## src/rtl/pinbank_pkg.sv

```systemverilog
package pinbank_pkg;

    localparam int BANK_BITS = 32;
    localparam int MAX_BANKS = 6;

    typedef enum logic [2:0] {
        RK_LEVEL = 3'd0,
        RK_DIR   = 3'd1,
        RK_SET   = 3'd2,
        RK_CLR   = 3'd3,
        RK_RISE  = 3'd4,
        RK_FALL  = 3'd5,
        RK_STS   = 3'd6,
        RK_MASK  = 3'd7
    } reg_kind_e;

    typedef struct packed {
        logic      valid;
        logic [2:0] bank;
        reg_kind_e kind;
    } dec_t;

endpackage

```

## src/rtl/pinbank_decode.sv

```systemverilog
module pinbank_decode
    import pinbank_pkg::*;
#(
    parameter int NUM_BANKS = 3
) (
    input  logic [11:0] addr_i,
    output dec_t        dec_o
);
    localparam logic [3:0] NB        = 4'(NUM_BANKS);
    localparam logic [5:0] GRP_WORDS = 6'd21;
    localparam logic [5:0] MSK_FIRST = 6'd39;
    localparam logic [5:0] MSK_LAST  = 6'd41;

    logic [5:0] word;
    logic [1:0] sub;
    logic       hit;
    logic [2:0] bnk;

    always_comb begin
        word  = addr_i[7:2];
        sub   = 2'd0;
        hit   = 1'b0;
        dec_o = '{valid: 1'b0, bank: 3'd0, kind: RK_LEVEL};
        if (addr_i[11:9] == 3'd0 && addr_i[1:0] == 2'd0) begin
            if (word < GRP_WORDS) begin
                hit        = 1'b1;
                dec_o.kind = reg_kind_e'(3'(word / 6'd3));
                sub        = 2'(word % 6'd3);
            end else if (word >= MSK_FIRST && word <= MSK_LAST) begin
                hit        = 1'b1;
                dec_o.kind = RK_MASK;
                sub        = 2'(word - MSK_FIRST);
            end
        end
        bnk         = addr_i[8] ? (3'd3 + {1'b0, sub}) : {1'b0, sub};
        dec_o.bank  = bnk;
        dec_o.valid = hit && ({1'b0, bnk} < NB);
    end

endmodule

```

## src/rtl/pinbank_sync.sv

```systemverilog
module pinbank_sync #(
    parameter int N = 85
) (
    input  logic         clk,
    input  logic         rst_n,
    input  logic [N-1:0] pins_i,
    output logic [N-1:0] lvl_o,
    output logic [N-1:0] prev_o
);
    typedef struct packed {
        logic [N-1:0] s1;
        logic [N-1:0] s2;
        logic [N-1:0] prev;
    } sync_t;

    sync_t sync_d, sync_q;

    always_comb begin
        sync_d.s1   = pins_i;
        sync_d.s2   = sync_q.s1;
        sync_d.prev = sync_q.s2;
    end

    always_ff @(posedge clk or negedge rst_n) begin
        if (!rst_n) sync_q <= '0;
        else        sync_q <= sync_d;
    end

    assign lvl_o  = sync_q.s2;
    assign prev_o = sync_q.prev;

    // the edge reference is the level one cycle earlier
    a_r5_prev_follows: assert property (@(posedge clk) disable iff (!rst_n)
        1'b1 |=> (prev_o == $past(lvl_o)));

endmodule

```

## src/rtl/pinbank_bank.sv

```systemverilog
module pinbank_bank
    import pinbank_pkg::*;
#(
    parameter int W = 32
) (
    input  logic         clk,
    input  logic         rst_n,
    input  logic         wr_i,
    input  reg_kind_e    kind_i,
    input  logic [W-1:0] wdata_i,
    input  logic [W-1:0] lvl_i,
    input  logic [W-1:0] prev_i,
    output logic [31:0]  rdata_o,
    output logic [W-1:0] dir_o,
    output logic [W-1:0] out_o,
    output logic         irq_o
);
    typedef struct packed {
        logic [W-1:0] dir;
        logic [W-1:0] out;
        logic [W-1:0] ren;
        logic [W-1:0] fen;
        logic [W-1:0] sts;
        logic [W-1:0] msk;
    } bank_t;

    bank_t        bank_d, bank_q;
    logic [W-1:0] rise, fall, evt;

    always_comb begin
        rise   = lvl_i & ~prev_i;
        fall   = ~lvl_i & prev_i;
        evt    = (rise & bank_q.ren) | (fall & bank_q.fen);
        bank_d = bank_q;
        if (wr_i) begin
            unique case (kind_i)
                RK_DIR:  bank_d.dir = wdata_i;
                RK_SET:  bank_d.out = bank_q.out | wdata_i;
                RK_CLR:  bank_d.out = bank_q.out & ~wdata_i;
                RK_RISE: bank_d.ren = wdata_i;
                RK_FALL: bank_d.fen = wdata_i;
                RK_STS:  bank_d.sts = bank_q.sts & ~wdata_i;
                RK_MASK: bank_d.msk = wdata_i;
                default: ;
            endcase
        end
        // a new edge overrides a same-cycle clear
        bank_d.sts = bank_d.sts | evt;
    end

    always_ff @(posedge clk or negedge rst_n) begin
        if (!rst_n) bank_q <= '0;
        else        bank_q <= bank_d;
    end

    always_comb begin
        unique case (kind_i)
            RK_LEVEL: rdata_o = 32'(lvl_i);
            RK_DIR:   rdata_o = 32'(bank_q.dir);
            RK_RISE:  rdata_o = 32'(bank_q.ren);
            RK_FALL:  rdata_o = 32'(bank_q.fen);
            RK_STS:   rdata_o = 32'(bank_q.sts);
            RK_MASK:  rdata_o = 32'(bank_q.msk);
            default:  rdata_o = 32'd0;
        endcase
    end

    assign dir_o = bank_q.dir;
    assign out_o = bank_q.out;
    assign irq_o = |(bank_q.sts & bank_q.msk);

    a_r3_set_bits: assert property (@(posedge clk) disable iff (!rst_n)
        (wr_i && kind_i == RK_SET) |=> ((bank_q.out & $past(wdata_i)) == $past(wdata_i)));

    a_r4_clr_bits: assert property (@(posedge clk) disable iff (!rst_n)
        (wr_i && kind_i == RK_CLR) |=> ((bank_q.out & $past(wdata_i)) == '0));

    a_r9_edge_wins: assert property (@(posedge clk) disable iff (!rst_n)
        (wr_i && kind_i == RK_STS && (evt & wdata_i) != '0)
        |=> ((bank_q.sts & $past(evt & wdata_i)) == $past(evt & wdata_i)));

    // a status bit never rises without an enabled edge
    a_r6_no_spurious: assert property (@(posedge clk) disable iff (!rst_n)
        1'b1 |=> ((bank_q.sts & ~$past(bank_q.sts) & ~$past(evt)) == '0));

    a_r10_masked_quiet: assert property (@(posedge clk) disable iff (!rst_n)
        (bank_q.msk == '0) |-> !irq_o);

endmodule

```

## src/rtl/pinbank_ctrl.sv

```systemverilog
module pinbank_ctrl
    import pinbank_pkg::*;
#(
    parameter int NUM_PINS = 85
) (
    input  logic                clk,
    input  logic                rst_n,
    input  logic [11:0]         bus_addr,
    input  logic                bus_we,
    input  logic [31:0]         bus_wdata,
    output logic [31:0]         bus_rdata,
    input  logic [NUM_PINS-1:0] pin_in,
    output logic [NUM_PINS-1:0] pin_out,
    output logic [NUM_PINS-1:0] pin_oe,
    output logic                irq
);
    localparam int NUM_BANKS = (NUM_PINS + BANK_BITS - 1) / BANK_BITS;

    dec_t                dec;
    logic [NUM_PINS-1:0] lvl, prev;
    logic [31:0]         bank_rd  [NUM_BANKS];
    logic [NUM_BANKS-1:0] bank_irq;

    pinbank_decode #(.NUM_BANKS(NUM_BANKS)) u_dec (
        .addr_i (bus_addr),
        .dec_o  (dec)
    );

    pinbank_sync #(.N(NUM_PINS)) u_sync (
        .clk    (clk),
        .rst_n  (rst_n),
        .pins_i (pin_in),
        .lvl_o  (lvl),
        .prev_o (prev)
    );

    for (genvar b = 0; b < NUM_BANKS; b++) begin : g_bank
        localparam int LO = b * BANK_BITS;
        localparam int W  = (NUM_PINS - LO > BANK_BITS) ? BANK_BITS : NUM_PINS - LO;
        logic sel;
        assign sel = bus_we && dec.valid && (dec.bank == 3'(b));
        pinbank_bank #(.W(W)) u_bank (
            .clk     (clk),
            .rst_n   (rst_n),
            .wr_i    (sel),
            .kind_i  (dec.kind),
            .wdata_i (bus_wdata[W-1:0]),
            .lvl_i   (lvl[LO +: W]),
            .prev_i  (prev[LO +: W]),
            .rdata_o (bank_rd[b]),
            .dir_o   (pin_oe[LO +: W]),
            .out_o   (pin_out[LO +: W]),
            .irq_o   (bank_irq[b])
        );
    end

    always_comb begin
        bus_rdata = 32'd0;
        for (int b = 0; b < NUM_BANKS; b++) begin
            if (dec.valid && dec.bank == 3'(b)) bus_rdata = bank_rd[b];
        end
    end

    assign irq = |bank_irq;

    a_r12_unmapped_zero: assert property (@(posedge clk) disable iff (!rst_n)
        !dec.valid |-> (bus_rdata == 32'd0));

    a_r5_level_readonly: assert property (@(posedge clk) disable iff (!rst_n)
        (bus_we && dec.kind == RK_LEVEL) |=> ($stable(pin_out) && $stable(pin_oe)));

endmodule

```

## config.mk

```make
export PLATFORM = sky130hd
export DESIGN_NAME = pinbank_ctrl
export DESIGN_NICKNAME = d
export VERILOG_FILES = /design/src/rtl/pinbank_pkg.sv /design/src/rtl/pinbank_decode.sv /design/src/rtl/pinbank_sync.sv /design/src/rtl/pinbank_bank.sv /design/src/rtl/pinbank_ctrl.sv
export SDC_FILE = /design/constraint.sdc
export NUM_CORES = 1
export LEC_CHECK = 0
export ABC_CLOCK_PERIOD_IN_PS = 9200
export CORE_ASPECT_RATIO = 2
export CORE_MARGIN = 2
export CORE_UTILIZATION = 57
export DETAILED_ROUTE_END_ITERATION = 6
export GPL_TIMING_DRIVEN = 0
export PLACE_DENSITY = 0.78
export SYNTH_ARGS = -nofsm -noshare
export SYNTH_HDL_FRONTEND = slang
export SYNTH_HIERARCHICAL = 1
export SYNTH_SLANG_ARGS = --single-unit
```

## constraint.sdc

```tcl
create_clock -name clk -period 9.2 [get_ports clk]
set_clock_uncertainty 0.15 [all_clocks]
set_input_delay 2.3 -clock clk [delete_from_list [all_inputs] [get_ports clk]]
set_output_delay 2.3 -clock clk [all_outputs]
set_load 0.01 [all_outputs]
```

==> impl_metrics.toml <==
[sta]
fmax_ghz = 0.108
finalSetupViolCount = 6
timing.final.crit_period_ns = 9.26
slew_headroom_pct = 17.6
worst_pin_slew_ns = 1.23
fin_crit_sh_pct = 101
hold_ws_ns = 0.187
hold_viol = 0
fin_ws_ns = -0.0612
rsz0062_at_grt = "true"
tns_ns = -0.153
drv_slew = 0

[finish]
final_net_count = 3395
nFillCells = 4199
fin_util_pct = 69.9
area_delta_synth_final_pct = 21.8
fin_cells = 4077
drive_gt1_share_pct = 24.8

[die]
rows = 126
start_util_pct = 57.4
die_w_um = 176
die_h_um = 348
coreArea_um2 = 58800
dieArea_um2 = 61300
io_pins = 335

[power_and_ir_drop]
p_sw_share_pct = 23.2
p_switching_mw = 1.55
p_per_area_nw_per_um2 = 163
pwr-share-comb_pct = 5.6
p_seq_share_pct = 51.6
p_int_mw = 5.14
ir_drop_mv = 0.137
clock_power_share_pct = 42.9
leakage_nw = 19.5

[synthesis]
ys_types = 62
post_synth.cell_area_avg_um2 = 12.0
synth_edf_count = 0
synth_top_cells_by_area = "dfrtp_1 57%, a22oi_1 6.5%, buf_4 6.1%, mux2_2 5.6%, mux2_1 5.1%"
yosys.area.top_type = "dfrtp_1"
synth_flop_cell = "dfrtp_1"
synth.ff_latch_count = 765
synth_top_cells_by_count = "765 x dfrtp_1, 292 x a22oi_1, 276 x buf_4"
synth_top_area_share_pct = 56.7
ys_seq_area_share_pct = 56.7
async_flop_share_pct = 100
yosysMostFrequentCell = "dfrtp_1"
ys_warn_count = 6
synthCells = 2814
syn-cell-area_um2 = 33800

[grt]
grt_use_total_pct = 35.3
grt_antenna_before_repair = 2
grt-ovfl-total = 0
grt_pass1_wl_um = 159000
grt_pass1_vias = 25900
grt_max_degree = 132

[cts]
root_buffer = "clkbuf_16"
worstSkewPairLatency_ns = 0.62
clk_path_buf_depth = 3
cts.sinks = 765
cts_tree = "yes"
clkTransAtPathRegs_ns = 0.06
cts.htree.levels = 3
numCtsBuffers = 67
ctsHoldBuffers = 0

[detailed_routing]
ant_nets = 0
first_iter_violations = 2370
drt-total-wl_um = 107000
viasPerCell = 6.10
wl_per_cell_um = 26.3
route.detailed.drc = 0
dr_total_vias = 24900
dr.pass1.iters = 6

[place]
pre_cts_slack_ns = -2.83
dp.cells = 3932
io_buffer_count = 332
dp_hpwl_um = 75100
gp_congestion = 0.972

[setup_path]
path_delay_family = "compound AO/OA/AOI/OAI gates"
cp_max_fo = 10
critPathLaunchType = "input port"
slowest_delay_ns = 0.51
critical_path_arrival_ns = 6.81
cp-end-kind = "primary output"
timing.critical_path.required_ns = 6.75
critPathKind = "in2out"
cp_num_buf_inv = 7
crit_chain = "clkdlybuf4s15_2, clkbuf_8, a211o_1, and2_4, ha_4, a21oi_2, o21ai_2, nor2_2, xnor2_1, ha_2, a31oi_4, buf_4, o21a_1, a21oi_4, buf_6, and3b_1, clkbuf_1, clkbuf_2, a22oi_1, nand3_1, nand2_1, a2bb2oi_2, buf_2"
crit_path_top_delay_cell = "a21oi_4"

[outcome]
status = "finished, violations left"
violations = "negative setup slack"

[run]
maxCapViolCount = 0

[worst_hold_path]
hold_class = "reg2reg"
-- kinds of logic (layout without fill, tap and decap cells) --
family	count (synthesis)	after routing	share of synthesized area, %
compound gates	564	564	11.9
buf+inv	542	1026	9.59
mux	407	407	13.5
fa+ha+maj	7	7	0.259
xor+xnor	5	5	0.130
flops	765	765	56.7
simple gates	523	523	7.91
other cells	1	12	0.0111
-- cell usage in the layout, fill, tap and decap left out, drive strengths merged, types with 11 or more instances in the layout --
master,n
a22oi,292
a2bb2oi,33
buf,413
clkbuf,154
clkdlybuf4s50,295
clkinv,18
conb,11
dfrtp,765
inv,139
mux2,341
mux2i,66
nand2,278
nand3,88
nand3b,87
nor3b,11
o211ai,87
o21ai,127
-- through the flow --
stage          power [mW]  cell area (um2)
4_1_cts              6.73            41000
2_1_floorplan        3.62            33800
5_1_grt              6.89            41100
3_3_place_gp         3.86            38100
3_5_place_dp         3.86            38300
6_report             6.70            41100
-- power by group through the flow --
stage / registers [mW] / logic [mW] / clock network (mW)
floorplan: 3.50 / 0.116 / 0
global placement: 3.53 / 0.330 / 0
detailed placement: 3.52 / 0.347 / 0
CTS: 3.45 / 0.367 / 2.91
finish: 3.45 / 0.373 / 2.87
global route: 3.46 / 0.397 / 3.04
-- layer usage --
| metal | global-route usage (%) | share of wire, % | up-vias |
|---|---|---|---|
| met5 | 0 | 0.0065 | - |
| met4 | 28.4 | 8.8 | 2 |
| met3 | 5.52 | 6.7 | 418 |
| met2 | 58.1 | 49 | 1302 |
| met1 | 40.6 | 35 | 12500 |
| li1 | - | - | 10600 |
-- layout make-up --
cell class / count / area (um2) / share of cell area [%]
Multi-Input combinational cell: 1517 / 11800 / 28.8
Tap cell: 768 / 961 / 2.34
Buffer: 405 / 2890 / 7.03
Inverter: 136 / 510 / 1.24
Antenna cell: 1 / 2.50 / 0.00608
Sequential cell: 765 / 19100 / 46.5
Timing Repair Buffer: 364 / 3580 / 8.71
Clock inverter: 27 / 259 / 0.630
Clock buffer: 94 / 1950 / 4.74
-- final timing paths --
| check | startpoint | to | slack, ns | cells past startpoint |
|---|---|---|---|---|
| worst max-delay path | bus_addr[7] | bus_rdata[1] | -0.06 | 23 |
| worst min-delay path | u_sync/sync_d[123] | u_sync/lvl_o[38] | 0.19 | 0 |
| worst max register to register | u_sync/lvl_o[63] | g_bank[1].u_bank/bank_q[63] | 8.03 | 3 |
| worst min register to register | u_sync/sync_d[123] | u_sync/lvl_o[38] | 0.19 | 0 |
| max in group asynchronous | rst_n | u_sync/sync_d[98] | 5.32 | 4 |
| min in group asynchronous | rst_n | asynchronous set/reset pin | 1.46 | 1 |
-- what timing repair did --
item                                    CTS  global route
resized for setup                       280            57
endpoints found under the hold margin     0             0
gates cloned                              2             0
pin swaps                                30            22
setup buffers                            19             3
endpoints found under the setup margin   32            32
No activity file was read; power rests on OpenSTA's default activity.
